$ cat src/rtl/smem_pkg.sv
package smem_pkg;

    typedef enum logic [0:0] {
        ST_IDLE   = 1'b0,
        ST_ACTIVE = 1'b1
    } seq_state_t;

    localparam int NUM_WIN = 3;
    localparam int WIN_CS  = 0;
    localparam int WIN_RE  = 1;
    localparam int WIN_WE  = 2;

endpackage

$ cat src/rtl/smem_strobe_win.sv
module smem_strobe_win #(
    parameter int CNT_W = 6
) (
    input  logic             busy,
    input  logic [CNT_W-1:0] cnt,
    input  logic [CNT_W-1:0] last_val,
    input  logic [CNT_W-1:0] setup,
    input  logic [CNT_W-1:0] pulse,
    output logic             win_on,
    output logic             win_end
);
    logic [CNT_W:0] cnt_x;
    logic [CNT_W:0] nxt_x;
    logic [CNT_W:0] lo_x;
    logic [CNT_W:0] hi_x;
    logic [CNT_W:0] last_x;
    logic           open_now;
    logic           open_nxt;

    always_comb begin
        cnt_x    = {1'b0, cnt};
        nxt_x    = cnt_x + 1'b1;
        lo_x     = {1'b0, setup};
        hi_x     = lo_x + {1'b0, pulse};
        last_x   = {1'b0, last_val};
        open_now = (pulse != '0) && (cnt_x >= lo_x) && (cnt_x < hi_x) && (cnt_x < last_x);
        open_nxt = (pulse != '0) && (nxt_x >= lo_x) && (nxt_x < hi_x) && (nxt_x < last_x);
        win_on   = busy && open_now;
        win_end  = win_on && !open_nxt;
    end

endmodule

$ cat src/rtl/smem_lane_drive.sv
module smem_lane_drive #(
    parameter int LANES = 2
) (
    input  logic             cs_on,
    input  logic             we_on,
    input  logic             byte_write,
    input  logic [LANES-1:0] be,
    output logic [LANES-1:0] we_n,
    output logic [LANES-1:0] bs_n
);
    for (genvar i = 0; i < LANES; i++) begin : g_lane
        always_comb begin
            if (byte_write) begin
                we_n[i] = !(we_on && be[i]);
                bs_n[i] = 1'b1;
            end else begin
                we_n[i] = !we_on;
                bs_n[i] = !(cs_on && be[i]);
            end
        end
    end

endmodule

$ cat src/rtl/smem_seq.sv
module smem_seq
    import smem_pkg::*;
#(
    parameter int ADDR_W = 16,
    parameter int DATA_W = 16,
    parameter int LANES  = 2,
    parameter int CNT_W  = 6
) (
    input  logic              clk,
    input  logic              rst_n,
    input  logic              req_valid,
    input  logic              req_write,
    input  logic [ADDR_W-1:0] req_addr,
    input  logic [DATA_W-1:0] req_wdata,
    input  logic [LANES-1:0]  req_be,
    input  logic [CNT_W-1:0]  cfg_rd_cycle,
    input  logic [CNT_W-1:0]  cfg_wr_cycle,
    output logic              req_ready,
    output logic              busy,
    output logic              done,
    output logic              op_write,
    output logic [CNT_W-1:0]  cnt,
    output logic [CNT_W-1:0]  last_val,
    output logic [ADDR_W-1:0] addr_q,
    output logic [DATA_W-1:0] wdata_q,
    output logic [LANES-1:0]  be_q
);
    seq_state_t       state_q;
    seq_state_t       state_d;
    logic             accept;
    logic [CNT_W-1:0] cyc_sel;

    // next-state decode
    always_comb begin
        cyc_sel  = op_write ? cfg_wr_cycle : cfg_rd_cycle;
        last_val = (cyc_sel == '0) ? '0 : cyc_sel - 1'b1;
        accept   = 1'b0;
        state_d  = state_q;
        unique case (state_q)
            ST_IDLE: begin
                if (req_valid) begin
                    accept  = 1'b1;
                    state_d = ST_ACTIVE;
                end
            end
            ST_ACTIVE: begin
                if (cnt == last_val) begin
                    state_d = ST_IDLE;
                end
            end
            default: state_d = ST_IDLE;
        endcase
    end

    // state register
    always_ff @(posedge clk or negedge rst_n) begin
        if (!rst_n) begin
            state_q <= ST_IDLE;
        end else begin
            state_q <= state_d;
        end
    end

    // frame counter and request hold
    always_ff @(posedge clk or negedge rst_n) begin
        if (!rst_n) begin
            cnt      <= '0;
            op_write <= 1'b0;
            addr_q   <= '0;
            wdata_q  <= '0;
            be_q     <= '0;
        end else if (accept) begin
            cnt      <= '0;
            op_write <= req_write;
            addr_q   <= req_addr;
            wdata_q  <= req_wdata;
            be_q     <= req_be;
        end else if (state_q == ST_ACTIVE && state_d == ST_ACTIVE) begin
            cnt <= cnt + 1'b1;
        end
    end

    // outputs
    always_comb begin
        req_ready = (state_q == ST_IDLE);
        busy      = (state_q == ST_ACTIVE);
        done      = busy && (cnt == last_val);
    end

endmodule

$ cat src/rtl/smem_strobe_engine.sv
module smem_strobe_engine
    import smem_pkg::*;
#(
    parameter int ADDR_W    = 16,
    parameter int BUS_BYTES = 2,
    parameter int CNT_W     = 6,
    localparam int LANES    = BUS_BYTES,
    localparam int DATA_W   = 8 * BUS_BYTES
) (
    input  logic              clk,
    input  logic              rst_n,
    input  logic              req_valid,
    input  logic              req_write,
    input  logic [ADDR_W-1:0] req_addr,
    input  logic [DATA_W-1:0] req_wdata,
    input  logic [LANES-1:0]  req_be,
    output logic              req_ready,
    output logic              rsp_done,
    output logic [DATA_W-1:0] rsp_rdata,
    input  logic [CNT_W-1:0]  cfg_rd_cs_setup,
    input  logic [CNT_W-1:0]  cfg_rd_cs_pulse,
    input  logic [CNT_W-1:0]  cfg_rd_re_setup,
    input  logic [CNT_W-1:0]  cfg_rd_re_pulse,
    input  logic [CNT_W-1:0]  cfg_wr_cs_setup,
    input  logic [CNT_W-1:0]  cfg_wr_cs_pulse,
    input  logic [CNT_W-1:0]  cfg_wr_we_setup,
    input  logic [CNT_W-1:0]  cfg_wr_we_pulse,
    input  logic [CNT_W-1:0]  cfg_rd_cycle,
    input  logic [CNT_W-1:0]  cfg_wr_cycle,
    input  logic              cfg_rd_on_re,
    input  logic              cfg_wr_on_we,
    input  logic              cfg_byte_write,
    output logic [ADDR_W-1:0] mem_addr,
    output logic              mem_cs_n,
    output logic              mem_re_n,
    output logic [LANES-1:0]  mem_we_n,
    output logic [LANES-1:0]  mem_bs_n,
    output logic [DATA_W-1:0] mem_dout,
    output logic              mem_doe,
    input  logic [DATA_W-1:0] mem_din
);
    if (BUS_BYTES != 1 && BUS_BYTES != 2 && BUS_BYTES != 4) begin : g_bad_width
        $error("BUS_BYTES must be 1, 2 or 4");
    end

    logic               busy;
    logic               op_write;
    logic [CNT_W-1:0]   cnt;
    logic [CNT_W-1:0]   last_val;
    logic [DATA_W-1:0]  wdata_q;
    logic [LANES-1:0]   be_q;
    logic [CNT_W-1:0]   win_setup [NUM_WIN];
    logic [CNT_W-1:0]   win_pulse [NUM_WIN];
    logic [NUM_WIN-1:0] win_on;
    logic [NUM_WIN-1:0] win_end;
    logic               cap_fire;
    logic [CNT_W-1:0]   drive_from;

    smem_seq #(
        .ADDR_W (ADDR_W),
        .DATA_W (DATA_W),
        .LANES  (LANES),
        .CNT_W  (CNT_W)
    ) u_seq (
        .clk          (clk),
        .rst_n        (rst_n),
        .req_valid    (req_valid),
        .req_write    (req_write),
        .req_addr     (req_addr),
        .req_wdata    (req_wdata),
        .req_be       (req_be),
        .cfg_rd_cycle (cfg_rd_cycle),
        .cfg_wr_cycle (cfg_wr_cycle),
        .req_ready    (req_ready),
        .busy         (busy),
        .done         (rsp_done),
        .op_write     (op_write),
        .cnt          (cnt),
        .last_val     (last_val),
        .addr_q       (mem_addr),
        .wdata_q      (wdata_q),
        .be_q         (be_q)
    );

    // per-window timing selected by direction
    always_comb begin
        win_setup[WIN_CS] = op_write ? cfg_wr_cs_setup : cfg_rd_cs_setup;
        win_pulse[WIN_CS] = op_write ? cfg_wr_cs_pulse : cfg_rd_cs_pulse;
        win_setup[WIN_RE] = cfg_rd_re_setup;
        win_pulse[WIN_RE] = op_write ? '0 : cfg_rd_re_pulse;
        win_setup[WIN_WE] = cfg_wr_we_setup;
        win_pulse[WIN_WE] = op_write ? cfg_wr_we_pulse : '0;
    end

    for (genvar w = 0; w < NUM_WIN; w++) begin : g_win
        smem_strobe_win #(
            .CNT_W (CNT_W)
        ) u_win (
            .busy     (busy),
            .cnt      (cnt),
            .last_val (last_val),
            .setup    (win_setup[w]),
            .pulse    (win_pulse[w]),
            .win_on   (win_on[w]),
            .win_end  (win_end[w])
        );
    end

    smem_lane_drive #(
        .LANES (LANES)
    ) u_lane (
        .cs_on      (win_on[WIN_CS]),
        .we_on      (win_on[WIN_WE]),
        .byte_write (cfg_byte_write),
        .be         (be_q),
        .we_n       (mem_we_n),
        .bs_n       (mem_bs_n)
    );

    always_comb begin
        mem_cs_n   = !win_on[WIN_CS];
        mem_re_n   = !win_on[WIN_RE];
        cap_fire   = !op_write && (cfg_rd_on_re ? win_end[WIN_RE] : win_end[WIN_CS]);
        drive_from = cfg_wr_on_we ? cfg_wr_we_setup : cfg_wr_cs_setup;
        mem_doe    = busy && op_write && (cnt >= drive_from);
        mem_dout   = wdata_q;
    end

    // read capture on the deasserting edge of the chosen strobe
    always_ff @(posedge clk or negedge rst_n) begin
        if (!rst_n) begin
            rsp_rdata <= '0;
        end else if (cap_fire) begin
            rsp_rdata <= mem_din;
        end
    end

endmodule

$ cat config.mk
export PLATFORM = sky130hd
export DESIGN_NAME = smem_strobe_engine
export DESIGN_NICKNAME = d
export VERILOG_FILES = /design/src/rtl/smem_pkg.sv /design/src/rtl/smem_strobe_win.sv /design/src/rtl/smem_lane_drive.sv /design/src/rtl/smem_seq.sv /design/src/rtl/smem_strobe_engine.sv
export SDC_FILE = /design/constraint.sdc
export NUM_CORES = 1
export LEC_CHECK = 0
export ABC_AREA = 1
export CORE_MARGIN = 8
export CORE_UTILIZATION = 48
export DETAILED_ROUTE_END_ITERATION = 12
export PLACE_DENSITY = 0.83
export REMOVE_ABC_BUFFERS = 1
export SETUP_SLACK_MARGIN = 0.5
export SYNTH_ARGS = -nofsm -noshare
export SYNTH_HDL_FRONTEND = slang
export SYNTH_SLANG_ARGS = --single-unit
$ cat constraint.sdc
create_clock -name clk -period 4.4 [get_ports clk]
set_clock_uncertainty 0.1 [all_clocks]
set_input_delay 0.66 -clock clk [delete_from_list [all_inputs] [get_ports clk]]
set_output_delay 0.66 -clock clk [all_outputs]
set_load 0.005 [all_outputs]
# Yosys cells after proc, flatten, opt, wreduce, memory -nomap -nowiden
# Cells that the tools add are included.
[word_totals]
wordCells = 90
input_bits = 117
ff_bits = 58
latch_bits = 0
out_inout_bits = 57
mem_bits_rw = 0
romBits = 0
mem_count = 0
[op_classes]
n_bitwise = 1
mux = 18
shift = 0
n_eq_ne = 1
reduce_logical = 44
div = 0
addsub = 6
n_lt_le_gt_ge = 13
mul = 0
[ops]
columns = ["cell", "n"]
rows = [
  ["6-bit two-way mux", 9],
  ["1-bit logical AND", 29],
  ["6-bit greater-or-equal comparator", 4],
  ["6-bit by 6-bit adder with 7-bit output", 3],
  ["6-bit by 7-bit < comparator with 1-bit output", 3],
  ["6-bit nonzero test", 3],
  ["7-bit by 6-bit greater-or-equal comparator with 1-bit output", 2],
  ["7-bit < comparator", 2],
  ["1-bit zero test", 10],
  ["1-bit two-way mux", 8],
  ["6-bit by 1-bit adder with 7-bit output (second input constant)", 1],
  ["7-bit by 6-bit < comparator with 1-bit output", 1],
  ["6-bit by 1-bit adder with 6-bit output (second input constant)", 1],
  ["6-bit equality test", 1],
  ["6-bit zero test", 1],
  ["6-bit < comparator", 1],
  ["6-bit by 1-bit subtractor with 6-bit output (second input constant)", 1],
  ["1-bit one-hot mux with 2 select lines", 1],
  ["2-bit nonzero test", 1],
  ["1-bit inverter", 1],
]

# Longest topological paths before layout
[depth]
depth_word = 9
ltp_mapped = 27

# Modules after synthesis
# A second synthesis with hierarchy kept.
[hier_totals]
cells_unflattened = 940
area_unflattened_um2 = 6850.3
[modules_own_cells]
columns = ["module", "n_inst", "cells_per_inst", "area_each_um2"]
rows = [
  ["smem_strobe_win at g_win[0].u_win ...", 2, 184, 1179.9],
  ["smem_seq", 1, 216, 2150.8],
  ["smem_strobe_engine", 1, 171, 1196.1],
  ["smem_strobe_win at g_win[1].u_win", 1, 176, 1107.3],
  ["smem_lane_drive", 1, 9, 36.3],
]

# Least setup slack after synthesis
# OpenSTA, ideal clock, no wires.
[synth_path]
path_type = "flip-flop to output port"
from = "reg u_seq.op_write"
to = "out mem_bs_n[0]"
path_slack_ns = 0.557
required_time_ns = 3.640
t_arrival_ns = 3.083
path_stages_with_launch = 21
cell_sequence = "dfrtp_1 > inv_1 > buf_2 > buf_1 > clkbuf_1 > nand2_1 > o21ai_0 > ha_1 > fa_1 > inv_1 > ha_1 > nand3_1 > nand2_1 > a21oi_1 > nand2_1 > inv_1 > nand2_1 > nand3_1 > nand2_1 > inv_1 > nand3_1"
[synth_between]
elab_chain_cells = 9
elab_cells_between_ends = 18
[synth_lines]
columns = ["item", "line", "text"]
rows = [
  ["from (decl)", "smem_seq.sv:21", "output logic op_write,"],
  ["from (signal assigned)", "smem_seq.sv:74", "op_write <= req_write;"],
  ["6-bit two-way mux (on tied branches)", "smem_seq.sv:35, smem_strobe_engine.sv:87, smem_strobe_engine.sv:88", ""],
  ["6-bit by 1-bit subtractor with 6-bit output, or another cell as far along", "smem_seq.sv:36", "last_val = (cyc_sel == '0) ? '0 : cyc_sel - 1'b1;"],
  ["6-bit two-way mux, or another cell as far along", "smem_seq.sv:36", ""],
  ["6-bit < comparator / 1-bit logical AND (equally long branches)", "smem_strobe_win.sv:26", "open_now = (pulse != '0) && (cnt_x >= lo_x) && (cnt_x < hi_x) && (cnt_x < last_x);"],
  ["1-bit logical AND *", "smem_strobe_win.sv:26", ""],
  ["1-bit logical AND *", "smem_strobe_win.sv:28", "win_on = busy && open_now;"],
  ["1-bit logical AND *", "smem_lane_drive.sv:18", "bs_n[i] = !(cs_on && be[i]);"],
  ["1-bit zero test *", "smem_lane_drive.sv:18", ""],
  ["1-bit two-way mux *", "smem_lane_drive.sv:13", "if (byte_write) begin"],
  ["to (decl)", "smem_strobe_engine.sv:37", "output logic [LANES-1:0] mem_bs_n,"],
]
# Every way passes the cells marked *; elsewhere a longest branch is shown, timed or not.

# Worst setup path in the final report
[layout_path]
from = "reg u_seq.op_write"
to = "out mem_we_n[0]"
[layout_between]
elab_chain_cells = 9
elab_cells_between_ends = 17
[layout_lines]
columns = ["item", "line", "text"]
rows = [
  ["6-bit two-way mux (on tied branches)", "smem_seq.sv:35, smem_strobe_engine.sv:92", ""],
  ["6-bit by 1-bit subtractor with 6-bit output, or another cell as far along", "smem_seq.sv:36", ""],
  ["6-bit two-way mux, or another cell as far along", "smem_seq.sv:36", ""],
  ["6-bit < comparator / 1-bit logical AND (equally long branches)", "smem_strobe_win.sv:26", ""],
  ["1-bit logical AND *", "smem_strobe_win.sv:26", ""],
  ["1-bit logical AND *", "smem_strobe_win.sv:28", ""],
  ["1-bit logical AND", "smem_lane_drive.sv:14", "we_n[i] = !(we_on && be[i]);"],
  ["1-bit zero test", "smem_lane_drive.sv:14", ""],
  ["1-bit two-way mux *", "smem_lane_drive.sv:13", ""],
  ["to (decl)", "smem_strobe_engine.sv:36", "output logic [LANES-1:0] mem_we_n,"],
]
# Marks and branches as above.

==> metrics.yaml <==
slowest_delay_ps: 430
fp.dieArea_um2: 14750
drtIter0Drc: 401
syn_area_per_cell_um2: 7.849
top_usage_layer: "met2"
timing.rr.start: "u_seq.op_write"
remaining_drc_errors: 0
ys.warnings.count: 0
clock_sinks: 58
dp_hpwl_um: 13990
drt-pass1-iter-count: 8
clkTransAtPathRegs_ps: 80
initial_core_util_pct: 49.24
clk-insertion-delay-late_ps: 340
row_count: 38
use_met2_pct: 45.52
period_minus_slack_ps: 4116
fillerInstances: 665
hp-class: "in2async"
grt_pass1_wl_um: 30260
layout_common_cells: "clkdlybuf4s50_1 (152), nand2_1 (132), inv_1 (85), ha_1 (74), dfrtp_1 (57)"
fin_crit_sh_pct: 93.55
antenna_found_initial: 0
timing.rr.end: "rsp_rdata[6]"
syn_inst: 680
antennaDiodeCount: 0
async_flop_share_pct: 100.0
rrSetupSlack_ps: 360
timing.hold.ws_ps: 368.2
slew_violations: 0
yosysUniqueCellTypes: 42
die_height_um: 121.5
crit_buf_inv: 6
setup_viol: 0
p_leak_nw: 4.243
required_ps: 3640
drv_cap: 0
h-tree-depth: 3
die_w_um: 121.5
worst-setup-path-type: "reg2out"
clockBufferDepth: 2
max_freq_mhz: 242.9
cp_cell_sequence: "buf_12 -> mux2i_4 -> buf_4 -> nand3_2 -> nor3_2 -> o21ai_1 -> o21ai_1 -> ha_1 -> nand2_2 -> nor2_2 -> o21ai_1 -> inv_1 -> nor3_2 -> buf_4 -> o31ai_4 -> nor2_2 -> buf_4 -> o211ai_1 -> buf_2"
ir_drop_mv: 0.5493
io_pins: 174
final_common_cell: "clkdlybuf4s50_1"
ys_seq_area_share_pct: 27.19
p_total_mw: 6.672
synthFlopType: "dfrtp_1"
area_delta_synth_final_pct: 62.35
status: "finished clean"
vias_per_cell: 5.572
grt-ovfl-total: 0
globalRouteMet3Util_pct: 8.097
end_kind: "output port"
post-route-cell-area_um2: 8666
path_max_fanout: 5
grt_max_degree: 59
cts_tree: "yes"
ant_nets: 0
start_kind: "register"
mappedNetlistArea_um2: 5338
met1_usage_pct: 27.03
portBuffers: 173
synth_seq_cells: 58
layout-drive-gt1-share_pct: 27.47
layout.nets: 1123
num_vias: 5912
critPathTopFamily: "buffers and inverters"
grt_util_all_layers_pct: 25.72
rsz0062_at_grt: "yes"
final_hold_viol_count: 0
rr_worst_depth: 28
fin_setup_tns_ps: 0
synth_edf_count: 0
cp_slowest_cell: "dfrtp_2"
arrival_ps: 3360
coreArea_um2: 10840
place_congestion: 1.012
cts_made_buffers: 9
wirelength_um: 20680
wl_per_cell_um: 19.49
final-seq-area_um2: 1453
relSlewSlack_pct: 48.57
cts_root_buf: "clkbuf_8"
power.density_nw_per_um2: 769.9
dpl-instance-area_um2: 7440
worstMarginPinSlew_ps: 768.8
grt_pass1_vias: 6183
multi_input_area_um2: 4090
-- power by group --
part	internal [mW]	switching, mW
clock	0.381	0.240
sequential	0.792	0.257
combinational	2.44	2.56
-- per-layer routing --
metal	part of all wire, %	wire length [um]
met5	0	0
met4	3.8	784
met3	8.6	1780
met2	52	10720
met1	36	7398
-- cell type report --
cell class,instances,share of cell area [%]
Clock buffer,9,1.429
Timing Repair Buffer,237,26.91
Tap cell,140,2.021
Multi-Input combinational cell,513,47.20
Sequential cell,58,16.76
Clock inverter,7,1.444
Inverter,97,4.230
-- cells in the mapped netlist (all sizes together) (6+ instances only) --
cell type,number,area [um^2]
nand2,160,628.1
inv,97,364.1
ha,87,1089
dfrtp,58,1451
nand3,52,280.3
nor2,38,147.6
o21ai,35,178.9
mux2,34,382.9
a21oi,33,168.9
nand4,16,106.4
or2,10,62.56
o211ai,8,60.06
buf,7,45.03
clkbuf,6,22.52
xnor2,6,52.55
-- per-stage QoR --
step	utilization [%]	worst slack (ps)	std cells
5_1_grt	79.94	121.0	1061
3_5_place_dp	68.63	-349.3	1014
3_3_place_gp	68.63	-205.9	1014
4_1_cts	76.11	373.6	1051
6_report	79.94	283.7	1061
2_1_floorplan	-	-15.87	667
-- worst max-delay path by stage --
stage	from	to	slack (ps)	cells past startpoint
after detailed placement	cfg_wr_cycle[0]	mem_we_n[1]	-350	21
final	u_seq.op_write	mem_we_n[0]	280	19
after global placement	cfg_wr_cycle[0]	mem_bs_n[1]	-210	23
after global routing	u_seq.op_write	mem_we_n[0]	120	19
after floorplan	u_seq.op_write	mem_bs_n[0]	-20	21
after CTS	u_seq.op_write	mem_we_n[0]	370	19
-- sequential cells by signal (all words and copies together), names as in the netlist --
register        count
u_seq.be_q          2
u_seq.wdata_q      16
u_seq.busy          1
u_seq.addr_q       16
u_seq.cnt           6
u_seq.op_write      1
rsp_rdata          16
-- cells by family (layout without fill, tap and decap cells) --
group / count (synthesis) / in the layout / share of synthesized area (%)
AO/OA/AOI/OAI: 92 / 92 / 9.892
XOR/XNOR: 11 / 11 / 1.946
adder cells (fa/ha/maj): 90 / 90 / 21.52
buffers and inverters: 110 / 350 / 8.087
flip-flops: 58 / 58 / 27.19
multiplexers: 36 / 36 / 7.548
AND/OR/NAND/NOR: 283 / 284 / 23.82
-- timing repair --
item | in CTS | in global routing
buffers inserted | 18 | 10
cloned | 3 | 0
hold buffers | 0 | 0
pin swaps | 44 | 44
resized for setup | 127 | 84
endpoints found under the setup margin | 24 | 24
(Power assumes the default switching activity.)
